### config.mk
export PLATFORM = sky130hd
export DESIGN_NAME = msi_evq_writer
export DESIGN_NICKNAME = d
export VERILOG_FILES = /design/src/rtl/msi_evq_writer.sv
export SDC_FILE = /design/constraint.sdc
export NUM_CORES = 2
export LEC_CHECK = 0
export BUFFER_PORTS_ARGS = -buffer_cell sky130_fd_sc_hd__buf_2
export CORE_UTILIZATION = 35
export DETAILED_ROUTE_END_ITERATION = 16
export GPL_ROUTABILITY_DRIVEN = 0
export PLACE_DENSITY_LB_ADDON = 0.2
export SLEW_MARGIN = 10
export SYNTH_ARGS = -nofsm -noshare
export SYNTH_HDL_FRONTEND = slang
export SYNTH_SLANG_ARGS = --single-unit
export TNS_END_PERCENT = 20
### constraint.sdc
create_clock -name clk -period 7.5 [get_ports clk]
set_clock_uncertainty 0.05 [all_clocks]
set_input_delay 2.25 -clock clk [delete_from_list [all_inputs] [get_ports clk]]
set_output_delay 2.25 -clock clk [all_outputs]
set_load 0.02 [all_outputs]
### src/rtl/msi_evq_writer.sv
module msi_evq_writer #(
  parameter int Q_W   = 3,
  parameter int PTR_W = 7
) (
  input  logic             clk,
  input  logic             rst_n,
  input  logic [63:0]      base_addr,
  input  logic             msi_valid,
  input  logic [63:0]      msi_addr,
  input  logic [31:0]      msi_data,
  input  logic [15:0]      msi_rid,
  input  logic [7:0]       msi_tag,
  input  logic             map_we,
  input  logic [7:0]       map_idx,
  input  logic             map_valid,
  input  logic [Q_W-1:0]   map_queue,
  input  logic             pend_clr,
  input  logic [7:0]       pend_clr_idx,
  input  logic             head_we,
  input  logic [Q_W-1:0]   head_idx,
  input  logic [PTR_W-1:0] head_val,
  output logic             wr_valid,
  output logic [63:0]      wr_addr,
  output logic [511:0]     wr_data,
  output logic [7:0]       wr_mask,
  output logic             wr_last,
  output logic [7:0]       wr_tag
);
  localparam int NUM_Q  = 1 << Q_W;
  localparam int REC_SH = 6;
  localparam int Q_SH   = REC_SH + PTR_W;

  logic [255:0]     mapped, pending;
  logic [Q_W-1:0]   qsel [256];
  logic [PTR_W-1:0] head [NUM_Q];
  logic [PTR_W-1:0] tail [NUM_Q];

  logic [7:0]       num;
  logic [Q_W-1:0]   q;
  logic [PTR_W-1:0] t;
  logic             full, deliver;
  logic [7:0]       d;
  logic [6:0]       fmt;
  logic [63:0]      w0, w1, rec_addr;

  assign num     = msi_data[7:0];
  assign q       = qsel[num];
  assign t       = tail[q];
  assign full    = (t + PTR_W'(1)) == head[q];
  assign deliver = msi_valid && mapped[num] && !pending[num] && !full;

  assign d   = msi_data[7:0];
  assign fmt = (msi_addr[63:32] == 32'd0) ? 7'b1011000 : 7'b1111000;
  assign w0  = {1'b0, fmt, 10'd1, msi_addr[15:2], msi_rid, d + 8'd1, d};
  assign w1  = {msi_addr[63:16], d + 8'd3, d + 8'd2};
  assign rec_addr = base_addr + (64'(q) << Q_SH) + (64'(t) << REC_SH);

  always_ff @(posedge clk or negedge rst_n) begin
    if (!rst_n) begin
      mapped  <= '0;
      pending <= '0;
      for (int i = 0; i < 256; i++) qsel[i] <= '0;
      for (int i = 0; i < NUM_Q; i++) begin
        head[i] <= '0;
        tail[i] <= '0;
      end
    end else begin
      if (map_we) begin
        mapped[map_idx] <= map_valid;
        qsel[map_idx]   <= map_queue;
      end
      if (pend_clr) pending[pend_clr_idx] <= 1'b0;
      if (deliver)  pending[num] <= 1'b1;
      if (head_we)  head[head_idx] <= head_val;
      if (deliver)  tail[q] <= t + PTR_W'(1);
    end
  end

  always_ff @(posedge clk or negedge rst_n) begin
    if (!rst_n) begin
      wr_valid <= 1'b0;
      wr_addr  <= '0;
      wr_data  <= '0;
      wr_tag   <= '0;
    end else begin
      wr_valid <= deliver;
      if (deliver) begin
        wr_addr <= rec_addr;
        wr_data <= {w0, w1, 384'd0};
        wr_tag  <= msi_tag;
      end
    end
  end

  assign wr_mask = 8'h00;
  assign wr_last = wr_valid;
endmodule

== After elaboration in Yosys (flattened, before gate mapping) ==
Cells that the tools add are included.
Widths: inputs -> output; s select.

* Bits in registers: 1,583
* Bits of input ports: 220
* Output and inout bits: 594
* Word-level logic and storage cells: 349

* Add/subtract/negate cells: 6
* Order comparisons: 13
* Eq/ne operators: 1
* Mux-type cells: 32
* Bitwise gates (word level): 7
* Reductions and logical operators: 12

{| class="wikitable"
|+ Operators with widths
! kind !! number
|-
| $bwmux 768 || 1
|-
| $mux 256 || 2
|-
| $and 256x256->256 || 1
|-
| $bwmux 256 || 1
|-
| $not 256->256 || 1
|-
| $or 256x256->256 || 1
|-
| $bwmux 56 || 2
|-
| $add 64x13->64 || 1
|-
| $add 64x16->64 || 1
|-
| $bmux 7 s3 || 2
|-
| $demux 7 s3 || 2
|-
| $mux 7 || 6
|-
| $logic_not 32->1 || 1
|-
| $lt 8x9->1 const B || 3
|-
| $bmux 3 s8 || 1
|-
| $demux 1 s8 || 3
|-
| $demux 3 s8 || 1
|-
| $ge 8x1->1 const B || 3
|-
| $ge 9x9->1 const B || 2
|-
| $not 8->9 || 2
|-
| $add 8x2->8 const B || 2
|-
| $bmux 1 s8 || 2
|-
| $logic_and 1x1->1 || 9
|-
| $lt 9x1->1 const B || 1
|-
| other kinds (10) || 20
|}

== Depth between registers and ports, before layout ==
* Depth after elaboration: 13
* Mapped depth: 34
* Gate-level depth less buffers: 28

== Least setup slack after synthesis ==
No wires, ideal clock.

* Path kind: input port to flip-flop
* From: input msi_data[0]
* To: register wr_addr[56]
* Library setup time: 125 ps
* Arrival time: 8,333 ps
* Required time: 7,325 ps
* Setup slack: -1,008 ps
* Cell stages on the path: 28
* Buffers on the path: 3
* Path through: buf_4 > buf_2 > buf_4 > mux4_2 > a2111oi_0 > a31oi_1 > a41oi_1 > o21ai_0 > and3_1 > a211o_1 > nand2_1 > ha_1 > inv_1 > fa_1 > nor2b_1 > o21ai_0 > a21boi_0 > o21ai_0 > a21boi_0 > o21ai_0 > a21boi_0 > o21a_1 > nor2_1 > nor4_1 > nand2_1 > nor3_1 > xor2_1 > mux2_2

* Longest elaborated chain between the ends: 12
* Elaborated cells on any way between the ends: 24
* Classes of those cells: add/sub (3); eq/ne (1); mux (13); bitwise (2); reduce/logical (5)

{| class="wikitable"
|+ RTL lines
! element !! RTL line !! source
|-
| start, declared || 10 || <nowiki>input logic [31:0] msi_data,</nowiki>
|-
| parallel branches: the longest is 12 deep, another holds $add 64x16->64 || -- ||
|-
| end signal, assigned || 88 || <nowiki>wr_addr <= rec_addr;</nowiki>
|-
| end, declared || 23 || <nowiki>output logic [63:0] wr_addr,</nowiki>
|}

Parallel ways; which one is timed is not known. The select of a mux whose other input is x is not followed.
A chain may end at the register's enable or synchronous reset.

== Final worst setup path ==
* From: input msi_data[0]
* To: register wr_addr[63]

Same word-level chain as after synthesis.

==> flow_metrics.env <==
export IMPL_dieHeight_um=474
export IMPL_path_class="in2reg"
export IMPL_min_delay_path_class="reg2reg"
export IMPL_vias_per_cell=5.30
export IMPL_top_area_cell_type_share_of_the_netlist_area_pct=50.6
export IMPL_tritoncts_clock_tree="yes"
export IMPL_period_minus_slack_ps=7750
export IMPL_timing_hold_worst_path_depth=1
export IMPL_drt_iter0_drc=4538
export IMPL_total_leakage_power_uw=0.0429
export IMPL_initial_utilization_pct=35.3
export IMPL_grt_pass1_vias=53388
export IMPL_number_of_detailed_route_iterations_in_the_first_pass=6
export IMPL_port_buffers=382
export IMPL_power_net_switching_uw=6800
export IMPL_comb_power_share_pct=18.5
export IMPL_num_nets_final=7062
export IMPL_clock_root_buffer="sky130_fd_sc_hd__clkbuf_16"
export IMPL_clockBufferDepth=3
export IMPL_synth_cell_types=76
export IMPL_remaining_drc_errors=0
export IMPL_period_share_pct=103
export IMPL_global_route_wire_length_before_repair_mm=385
export IMPL_timing_critical_path_slowest_stage_cell="sky130_fd_sc_hd__or4_4"
export IMPL_p_sw_share_pct=29.7
export IMPL_failed_checks="negative setup slack"
export IMPL_post_synth_cell_area_avg_um2=12.5
export IMPL_setup_viol=27
export IMPL_timing_worst_slew_pin_value_ps=1310
export IMPL_filler_cell_count=20721
export IMPL_count_of_state_elements_after_synthesis=1575
export IMPL_cp_data_arrival_time_ps=8420
export IMPL_detailroute_via_count=52718
export IMPL_residual_antenna_violating_net_count_after_detailed_routing=0
export IMPL_run_status="finished, violations left"
export IMPL_synthCells=6209
export IMPL_post_dp_hpwl_mm=179
export IMPL_dpl_cell_area_um2=84400
export IMPL_ys_warn_count=0
export IMPL_floorplan_io_pins=814
export IMPL_num_rows=172
export IMPL_design_die_area_um2=224000
export IMPL_summed_negative_setup_slack_over_all_endpoints_ps=-3170
export IMPL_drive_gt1_share_pct=39.6
export IMPL_grt_setup_unrepaired="yes"
export IMPL_critPathRequiredTime_ps=8170
export IMPL_synthesis_area_um2=77900
export IMPL_worstSkewPairLatency_ps=850
export IMPL_post_synth_most_frequent_cells="sky130_fd_sc_hd__dfrtp_1, sky130_fd_sc_hd__mux2_2, sky130_fd_sc_hd__o21ai_0"
export IMPL_worst_path_max_fanout=9
export IMPL_worst_ir_drop_vdd_mv=0.237
export IMPL_number_of_antenna_violations_at_the_first_check_in_global_routing=36
export IMPL_grt_start_max_net_pins=173
export IMPL_netlist_top_cells_area="sky130_fd_sc_hd__dfrtp_1, sky130_fd_sc_hd__mux2_2, sky130_fd_sc_hd__mux4_2"
export IMPL_power_per_cell_area_nw_per_um2=251
export IMPL_synth_largest_area_cell="sky130_fd_sc_hd__dfrtp_1"
export IMPL_grt_overflow_total=0
export IMPL_max_slew_margin_rel_pct=12.1
export IMPL_maxCapViolations=0
export IMPL_worst_path_buf_inv=7
export IMPL_total_power_uw=22900
export IMPL_final_hold_viol_count=0
export IMPL_route_final_wire_length_mm=266
export IMPL_timing_reg2reg_worst_path_depth=27
export IMPL_hold_buffers=0
export IMPL_cts_sinks=1575
export IMPL_final_cell_area_um2=91100
export IMPL_cts_htree_levels=4
export IMPL_finalMaxSlewViolations=0
export IMPL_seq_power_share_pct=42.8
export IMPL_path_depth=29
export IMPL_cell_with_the_most_instances_after_synthesis="sky130_fd_sc_hd__dfrtp_1"
export IMPL_seq_area_frac_synth_pct=50.6
export IMPL_die_width_um=474
export IMPL_grt_util_all_layers_pct=23.4
export IMPL_async_flop_share_pct=100
export IMPL_postSynth_topFlopCell="sky130_fd_sc_hd__dfrtp_1"
export IMPL_clk_pin_slew_ps=60
export IMPL_power_frac_clock_pct=38.7
export IMPL_crit_family="multiplexers"
export IMPL_layout_setup_ws_ps=-248
export IMPL_max_clock_freq_ghz=0.129
export IMPL_final_core_utilization_pct=41.4
export IMPL_layout_area_overhead_vs_synth_pct=17.0
export IMPL_power_internal_uw=16100
export IMPL_critical_path_max_stage_delay_ps=570
export IMPL_core_area_um2=220000
export IMPL_synth_edf_count=0
export IMPL_avgRoutedWirePerCell_um=26.8
export IMPL_setup_worst_path_start_class="input pin"
export IMPL_clock_buffer_count_from_cts=178
export IMPL_cp_end_kind="register"
[cell families after synthesis]
logic type | synth area share (%)
flops | 50.6
mux | 29.5
fa+ha+maj | 0.315
buf+inv | 6.81
simple gates | 5.72
compound gates | 6.06
xor+xnor | 0.971
other cells | 0.00482
[per-stage QoR]
stage               setup WS, ps  instances  hold WS, ps
finish                      -248       9939          435
global route                -394       9920          451
CTS                         -221       9905          440
detailed placement         -1460       9562          424
global placement           -1490       9562          420
floorplan                  -81.3       6613          405
[state kept, by name, indices dropped and copies added, names as in the netlist]
signal	cells
qsel	768
mapped	256
pending	256
wr_data	110
wr_addr	64
head	56
tail	56
wr_tag	8
wr_last	1
[final cells by class]
class	count	area (µm²)	share of cell area, %
inverters	48	188	0.206
multi-input cells	4137	35300	38.7
well taps	2958	3700	4.06
flip-flops and latches	1575	39400	43.2
diodes	25	62.6	0.0686
clock buffers	268	5320	5.84
clock inverters	45	557	0.611
repair buffers	883	6620	7.27
[power groups by stage]
stage               Sequential (µW)  Combinational [µW]  Clock, µW
detailed placement             9920                4110          0
floorplan                     10300                1890          0
finish                         9780                4230       8850
CTS                            9780                4210       9040
global placement               9900                4080          0
global route                   9860                4480       9390
[final timing paths]
| check | from | to | slack [ps] |
|---|---|---|---|
| max in group asynchronous | rst_n | mapped[190] | 4270 |
| setup / recovery | msi_data[0] | wr_addr[63] | -250 |
| min in group asynchronous | rst_n | wr_data[393] | 1200 |
| hold / removal | wr_data[489] | wr_data[489] | 440 |
| setup reg to reg | qsel[0] | wr_addr[63] | 1230 |
| hold reg to reg | wr_data[489] | wr_data[489] | 440 |
[layout by cell type (no fill, tap or decap), types with 23 or more instances in the layout]
cell type / Yosys / layout
sky130_fd_sc_hd__dfrtp_1: 1575 / 1575
sky130_fd_sc_hd__mux2_2: 1186 / 1183
sky130_fd_sc_hd__o21ai_0: 529 / 520
sky130_fd_sc_hd__nand2_1: 465 / 448
sky130_fd_sc_hd__buf_4: 450 / 424
sky130_fd_sc_hd__conb_1: 1 / 405
sky130_fd_sc_hd__buf_2: 56 / 372
sky130_fd_sc_hd__nor2_1: 318 / 304
sky130_fd_sc_hd__mux4_2: 279 / 279
sky130_fd_sc_hd__mux2i_1: 232 / 227
sky130_fd_sc_hd__clkbuf_16: 0 / 179
sky130_fd_sc_hd__a22oi_1: 96 / 94
sky130_fd_sc_hd__mux2_1: 90 / 79
sky130_fd_sc_hd__nand3_1: 75 / 70
sky130_fd_sc_hd__buf_12: 1 / 62
sky130_fd_sc_hd__clkbuf_8: 0 / 51
sky130_fd_sc_hd__xnor2_1: 53 / 50
sky130_fd_sc_hd__inv_1: 43 / 41
sky130_fd_sc_hd__a21oi_1: 46 / 40
sky130_fd_sc_hd__clkbuf_1: 305 / 38
sky130_fd_sc_hd__a22o_1: 32 / 32
sky130_fd_sc_hd__diode_2: 0 / 25
sky130_fd_sc_hd__nor2b_1: 26 / 23
sky130_fd_sc_hd__xor2_1: 23 / 23
sky130_fd_sc_hd__clkinv_2: 0 / 23
[what timing repair did]
item	in CTS	in global routing
gates resized for setup	101	20
pin swaps	47	14
gates cloned	2	0
buffers inserted	30	9
endpoints found under the setup margin	149	286
[metal layers]
layer  track usage [%]  wire length (µm)  up-vias
li1                  -                 -    22717
met1              31.0            114000    27833
met5                 0               134        -
met4              9.24             10500       22
met3              4.39             14800      460
met2              37.8            127000     1686
Power figures use the tool's default switching activity.
